### config.mk
export PLATFORM = sky130hd
export DESIGN_NAME = cc_channel
export DESIGN_NICKNAME = d
export VERILOG_FILES = /design/src/rtl/cc_pkg.sv /design/src/rtl/cc_sync_edge.sv /design/src/rtl/cc_buffer.sv /design/src/rtl/cc_compare.sv /design/src/rtl/cc_channel.sv
export SDC_FILE = /design/constraint.sdc
export NUM_CORES = 1
export LEC_CHECK = 0
export BUFFER_PORTS_ARGS = -buffer_cell sky130_fd_sc_hd__buf_2
export CAP_MARGIN = 20
export CORE_MARGIN = 5
export CORE_UTILIZATION = 45
export CTS_CLUSTER_DIAMETER = 150
export DETAILED_ROUTE_END_ITERATION = 8
export HOLD_SLACK_MARGIN = 0.08
export PLACE_DENSITY = 0.69
export RECOVER_POWER = 25
export SYNTH_ARGS = -nofsm -noshare
export SYNTH_HDL_FRONTEND = slang
export SYNTH_SLANG_ARGS = --single-unit
### constraint.sdc
create_clock -name clk -period 4 [get_ports clk]
set_clock_uncertainty 0.1 [all_clocks]
set_input_delay 0.4 -clock clk [delete_from_list [all_inputs] [get_ports clk]]
set_output_delay 0.4 -clock clk [all_outputs]
set_load 0.005 [all_outputs]
### src/rtl/cc_pkg.sv
package cc_pkg;

    typedef enum logic [2:0] {
        MD_INTERVAL    = 3'd0,
        MD_EVENT       = 3'd1,
        MD_TRIGPULSE   = 3'd2,
        MD_ONESHOT     = 3'd3,
        MD_PWM         = 3'd4,
        MD_FREERUN_CMP = 3'd5,
        MD_FREERUN_CAP = 3'd6,
        MD_PULSEW      = 3'd7
    } cc_mode_e;

    typedef enum logic [1:0] {
        EDGE_NONE = 2'd0,
        EDGE_RISE = 2'd1,
        EDGE_FALL = 2'd2,
        EDGE_BOTH = 2'd3
    } cc_edge_e;

    function automatic logic mode_is_batch(cc_mode_e m);
        return (m == MD_TRIGPULSE) || (m == MD_PWM);
    endfunction

    function automatic logic mode_is_capture(cc_mode_e m);
        return (m == MD_FREERUN_CAP) || (m == MD_PULSEW);
    endfunction

endpackage

### src/rtl/cc_sync_edge.sv
module cc_sync_edge
    import cc_pkg::*;
#(
    parameter int STAGES = 2
) (
    input  logic     clk,
    input  logic     rst_n,
    input  logic     cap_i,
    input  cc_edge_e edge_sel_i,
    output logic     edge_o
);

    typedef struct packed {
        logic [STAGES:0] sh;
    } sync_st_t;

    sync_st_t st_d, st_q;
    logic     rise, fall;

    always_comb begin
        st_d    = st_q;
        st_d.sh = {st_q.sh[STAGES-1:0], cap_i};
        rise    = st_q.sh[STAGES-1] & ~st_q.sh[STAGES];
        fall    = ~st_q.sh[STAGES-1] & st_q.sh[STAGES];
        unique case (edge_sel_i)
            EDGE_RISE: edge_o = rise;
            EDGE_FALL: edge_o = fall;
            EDGE_BOTH: edge_o = rise | fall;
            default:   edge_o = 1'b0;
        endcase
    end

    always_ff @(posedge clk or negedge rst_n) begin
        if (!rst_n) st_q <= '0;
        else        st_q <= st_d;
    end

    // selecting no edge never yields a capture event
    a_r7_none_no_edge: assert property (@(posedge clk) disable iff (!rst_n)
        (edge_sel_i == EDGE_NONE) |-> !edge_o);

endmodule

### src/rtl/cc_buffer.sv
module cc_buffer #(
    parameter int W = 16
) (
    input  logic         clk,
    input  logic         rst_n,
    input  logic         batch_i,
    input  logic         capmode_i,
    input  logic         wr_en_i,
    input  logic [W-1:0] wr_data_i,
    input  logic         cap_fire_i,
    input  logic [W-1:0] cnt_i,
    input  logic         zero_i,
    input  logic         rd_en_i,
    output logic [W-1:0] rd_data_o,
    output logic [W-1:0] buf_o
);

    typedef struct packed {
        logic [W-1:0] cpu;
        logic [W-1:0] bufr;
        logic         pend;
        logic [W-1:0] rd;
    } buf_st_t;

    buf_st_t st_d, st_q;

    always_comb begin
        st_d = st_q;
        if (rd_en_i) st_d.rd = st_q.cpu;
        if (cap_fire_i)   st_d.cpu = cnt_i;
        else if (wr_en_i) st_d.cpu = wr_data_i;
        if (capmode_i) begin
            st_d.pend = 1'b0;
        end else if (batch_i) begin
            if (zero_i && st_q.pend) begin
                st_d.bufr = st_q.cpu;
                st_d.pend = wr_en_i;
            end else begin
                st_d.pend = st_q.pend | wr_en_i;
            end
        end else begin
            st_d.pend = 1'b0;
            if (wr_en_i) st_d.bufr = wr_data_i;
        end
    end

    always_ff @(posedge clk or negedge rst_n) begin
        if (!rst_n) st_q <= '0;
        else        st_q <= st_d;
    end

    assign rd_data_o = st_q.rd;
    assign buf_o     = st_q.bufr;

    // outside the wrap cycle the buffer is frozen in batch modes
    a_r4_batch_hold: assert property (@(posedge clk) disable iff (!rst_n)
        (batch_i && !capmode_i && !zero_i) |=> $stable(st_q.bufr));

    // a capture overrides a simultaneous write
    a_r11_capture_wins: assert property (@(posedge clk) disable iff (!rst_n)
        (cap_fire_i && wr_en_i) |=> (st_q.cpu == $past(cnt_i)));

endmodule

### src/rtl/cc_compare.sv
module cc_compare #(
    parameter int W = 16
) (
    input  logic         clk,
    input  logic         rst_n,
    input  logic         en_i,
    input  logic [W-1:0] cnt_i,
    input  logic [W-1:0] buf_i,
    input  logic         out_en_i,
    output logic         irq_o,
    output logic         pin_o
);

    typedef struct packed {
        logic irq;
        logic pin;
    } cmp_st_t;

    cmp_st_t st_d, st_q;
    logic    hit;

    always_comb begin
        st_d     = st_q;
        hit      = en_i && (cnt_i == buf_i);
        st_d.irq = hit;
        if (hit && out_en_i) st_d.pin = ~st_q.pin;
    end

    always_ff @(posedge clk or negedge rst_n) begin
        if (!rst_n) st_q <= '0;
        else        st_q <= st_d;
    end

    assign irq_o = st_q.irq;
    assign pin_o = st_q.pin;

    // the pin moves only together with a match request
    a_r6_pin_with_irq: assert property (@(posedge clk) disable iff (!rst_n)
        !$stable(st_q.pin) |-> st_q.irq);

    // a disabled output never toggles
    a_r6_pin_gated: assert property (@(posedge clk) disable iff (!rst_n)
        !out_en_i |=> $stable(st_q.pin));

endmodule

### src/rtl/cc_channel.sv
module cc_channel
    import cc_pkg::*;
#(
    parameter int W           = 16,
    parameter int SYNC_STAGES = 2
) (
    input  logic         clk,
    input  logic         rst_n,
    input  logic [2:0]   mode_i,
    input  logic [W-1:0] cnt_i,
    input  logic         cnt_zero_i,
    input  logic         wr_en_i,
    input  logic [W-1:0] wr_data_i,
    input  logic         rd_en_i,
    output logic [W-1:0] rd_data_o,
    input  logic         out_en_i,
    input  logic [1:0]   edge_sel_i,
    input  logic         cap_i,
    output logic         match_irq_o,
    output logic         pin_o,
    output logic         clr_req_o
);

    typedef struct packed {
        logic clr;
    } top_st_t;

    top_st_t      st_d, st_q;
    cc_mode_e     mode;
    logic         batch, capmode, edge_hit, cap_fire;
    logic [W-1:0] buf_val;

    assign mode    = cc_mode_e'(mode_i);
    assign batch   = mode_is_batch(mode);
    assign capmode = mode_is_capture(mode);

    cc_sync_edge #(.STAGES(SYNC_STAGES)) i_sync (
        .clk        (clk),
        .rst_n      (rst_n),
        .cap_i      (cap_i),
        .edge_sel_i (cc_edge_e'(edge_sel_i)),
        .edge_o     (edge_hit)
    );

    always_comb begin
        st_d     = st_q;
        cap_fire = capmode && edge_hit;
        st_d.clr = cap_fire && (mode == MD_PULSEW);
    end

    always_ff @(posedge clk or negedge rst_n) begin
        if (!rst_n) st_q <= '0;
        else        st_q <= st_d;
    end

    assign clr_req_o = st_q.clr;

    cc_buffer #(.W(W)) i_buf (
        .clk        (clk),
        .rst_n      (rst_n),
        .batch_i    (batch),
        .capmode_i  (capmode),
        .wr_en_i    (wr_en_i),
        .wr_data_i  (wr_data_i),
        .cap_fire_i (cap_fire),
        .cnt_i      (cnt_i),
        .zero_i     (cnt_zero_i),
        .rd_en_i    (rd_en_i),
        .rd_data_o  (rd_data_o),
        .buf_o      (buf_val)
    );

    cc_compare #(.W(W)) i_cmp (
        .clk      (clk),
        .rst_n    (rst_n),
        .en_i     (!capmode),
        .cnt_i    (cnt_i),
        .buf_i    (buf_val),
        .out_en_i (out_en_i),
        .irq_o    (match_irq_o),
        .pin_o    (pin_o)
    );

    // capture modes never raise a compare request
    a_r8_no_irq_capture: assert property (@(posedge clk) disable iff (!rst_n)
        capmode |=> !match_irq_o);

    // a pulse-width capture requests a counter clear next cycle
    a_r9_clear_on_capture: assert property (@(posedge clk) disable iff (!rst_n)
        (edge_hit && mode == MD_PULSEW) |=> clr_req_o);

    // no clear request outside pulse-width mode
    a_r9_clear_only_pw: assert property (@(posedge clk) disable iff (!rst_n)
        (mode != MD_PULSEW) |=> !clr_req_o);

endmodule

==> metrics.txt <==
Rows=28; layout cell share with drive strength beyond 1=44.9%; Hold Crit Depth=1; Hold Path Sink=i_sync.st_q[0]; port bufs=62; DR pass1 iterations=3; Simple-Gate Fraction of Synth Area=5.90%; Post-Synth Adder-Cell Area=0.907%; Post-synth EDFFs=0; Placed Area=3000 µm²; relative slew slack=29.1%; Finished Layout Cells=347; leakage power=1.41 nW; fin nets=317; initial core utilization=46.3%; Top delay family on crit path=multiplexers; max incr delay on CP=0.44 ns; worst hold path type=in -> reg; number of I/O pins=63; Die Area=7790 µm²; die height=88.3 µm; Post-Route Setup TNS=0 ns; finished layout cell area=3110 µm²; count of final hold-check violations=0; CP max-delay cell=nor2_4; largest net degree at the start of global routing=38; Max IR drop VDD=0.000193 V; clock buffer depth=2; Pwr Density=413 nW/µm²; Worst-Margin Slew=1.06 ns; H-tree depth=2; Post-synth top flop=dfrtp_1; FF-to-FF path depth=6; drc violations=0; Final ANT Viol Nets=0; Cells after Synth=224; vias per inst=4.92; most frequent cells in the layout=59 x buf_2, 55 x dfrtp_1, 45 x mux2_2; GRT Util Overall=14.7%; syn nets=270; gr ovfl total=0; largest family of logic cells by synthesized area=multiplexers; Worst Path Buf+Inv=1; Final period util=51.6%; RSZ-0062 raised after global routing=no; Placer Congestion=0.711; Post-Route WL=5170 µm; antenna violations before repair=0; root buffer cell=clkbuf_8; post-synthesis xor/xnor area fraction=5.72%; Die X=88.3 µm; Async S/R FF share, synth=100%; CTS tree=built; synth unique cells=26; critical path depth in cells=6; CP endpoint kind=flip-flop; Max FO, Critical Path=17; # Post-CTS Setup Buffers=0; Vias=1706; max frequency=485 MHz; crit path launch type=flip-flop; post-synthesis mux area share=25.8%; # hold bufs at CTS=1; Post-CTS Resized=0; Min Clock Period, post-route=2.06 ns; vias in the first global route=1809; Hold Startpoint=cap_i; total CTS buffers=5; Post-Place Cells=338; Synth Register Bits=55; Critical Path AT=2.15 ns; run status=finished, final reports clean; FF-to-FF Start=i_sync.st_q[1]; FF-to-FF setup slack=1.94 ns; r2r endpoint=i_buf.st_q[34]; Post-DP HPWL=3730 µm; clk sinks=55; Skew-Pair Late Insertion Delay=0.30 ns; hold_ws=0.107 ns; worst setup path class=reg -> reg; critical path data required time=4.08 ns; Worst Setup SP=i_sync.st_q[1]; final setup violation count=0; Mapped Area=2760 µm²; ANT cells=0; Synth Area in Compound Gates=4.72%; CORE AREA=5960 µm²; most common cell after layout, fill and taps aside=buf_2; CP cell instances=inv_1 > ha_1 > mux2i_1 > a21oi_2 > nor2_4 > mux2_2; Max-Cap Viols=0; Layout area overhead=12.7%; Worst-path clk slew=0.08 ns; Syn Area/Cell=12.3 µm²; total power=1.28 mW; Slew Viols, Final=0; post-synthesis sequential area ratio=49.9%; Routed WL per cell=14.9 µm; first-pass GRT wire length=8780 µm; YS warnings=0; first-iteration detailed-routing DRC count=39
-- cells in the mapped netlist (3+ instances only) --
| cell | number | area share (%) |
|---|---|---|
| mux2i_1 | 17 | 6.2 |
| buf_4 | 17 | 4.6 |
| dfrtp_1 | 55 | 50 |
| o21ai_1 | 11 | 2.0 |
| xor2_1 | 7 | 2.2 |
| nor2_1 | 4 | 0.54 |
| buf_2 | 5 | 0.91 |
| mux2_1 | 3 | 1.2 |
| o21ai_2 | 5 | 1.6 |
| mux2_2 | 45 | 18 |
| inv_1 | 4 | 0.54 |
| nand4_1 | 3 | 0.68 |
| xnor2_1 | 11 | 3.5 |
| nand2_1 | 19 | 2.6 |
-- area by class of cell --
type / count / area (µm²)
multi-input combinational: 140 / 1190
clock buffer: 7 / 96.3
fill: 557 / 2850
inverter: 4 / 15.0
timing repair buffer: 65 / 332
sequential: 55 / 1380
tap: 75 / 93.8
clock inverter: 1 / 7.51
-- power breakdown --
group	internal, mW	leakage (nW)	switching [mW]
logic	0.144	0.700	0.118
clock network	0.158	0.0505	0.177
registers	0.638	0.662	0.0477
-- worst max path at each step --
stage                              end  slack [ns]
floorplan               i_buf.st_q[38]        2.18
global placement        i_buf.st_q[42]        2.02
detailed placement      i_buf.st_q[41]        1.91
CTS                     i_buf.st_q[34]        1.90
global route        i_buf.rd_data_o[1]        1.75
finish                  i_buf.st_q[34]        1.94
-- worst reg2reg max path: cells and delay by family (launching register included) --
family          cells  cell delay [ns]
simple gates        1             0.44
compound gates      1             0.11
mux                 2             0.61
fa+ha+maj           1             0.28
flops               1             0.37
buf+inv             1             0.05
-- cell families after synthesis --
group | count (synthesis)
compound gates | 21
xor+xnor | 18
fa+ha+maj | 2
buf+inv | 29
flops | 55
mux | 65
simple gates | 34
-- through the flow --
step / util [%] / setup WS (ns)
5_1_grt: 52.2 / 1.75
3_3_place_gp: 50.3 / 2.02
2_1_floorplan: - / 2.18
4_1_cts: 52.2 / 1.90
3_5_place_dp: 50.3 / 1.91
6_report: 52.2 / 1.94
-- flip-flops by register name, indices dropped and copies added, names as in the netlist --
signal,count
i_buf.buf_o,16
i_buf.rd_data_o,16
clr_req_o,1
i_cmp.irq_o,1
i_cmp.pin_o,1
i_sync.st_q,3
i_buf.st_q,17
-- metal layers --
layer  track usage [%]  vias up  wire, µm
li1                  -      846         -
met1              19.0      818      2320
met2              24.7       37      2560
met3              3.07        5       239
met4              4.53        0        49
met5                 0        -         0
Note: power is estimated with default switching activity, not from simulation.
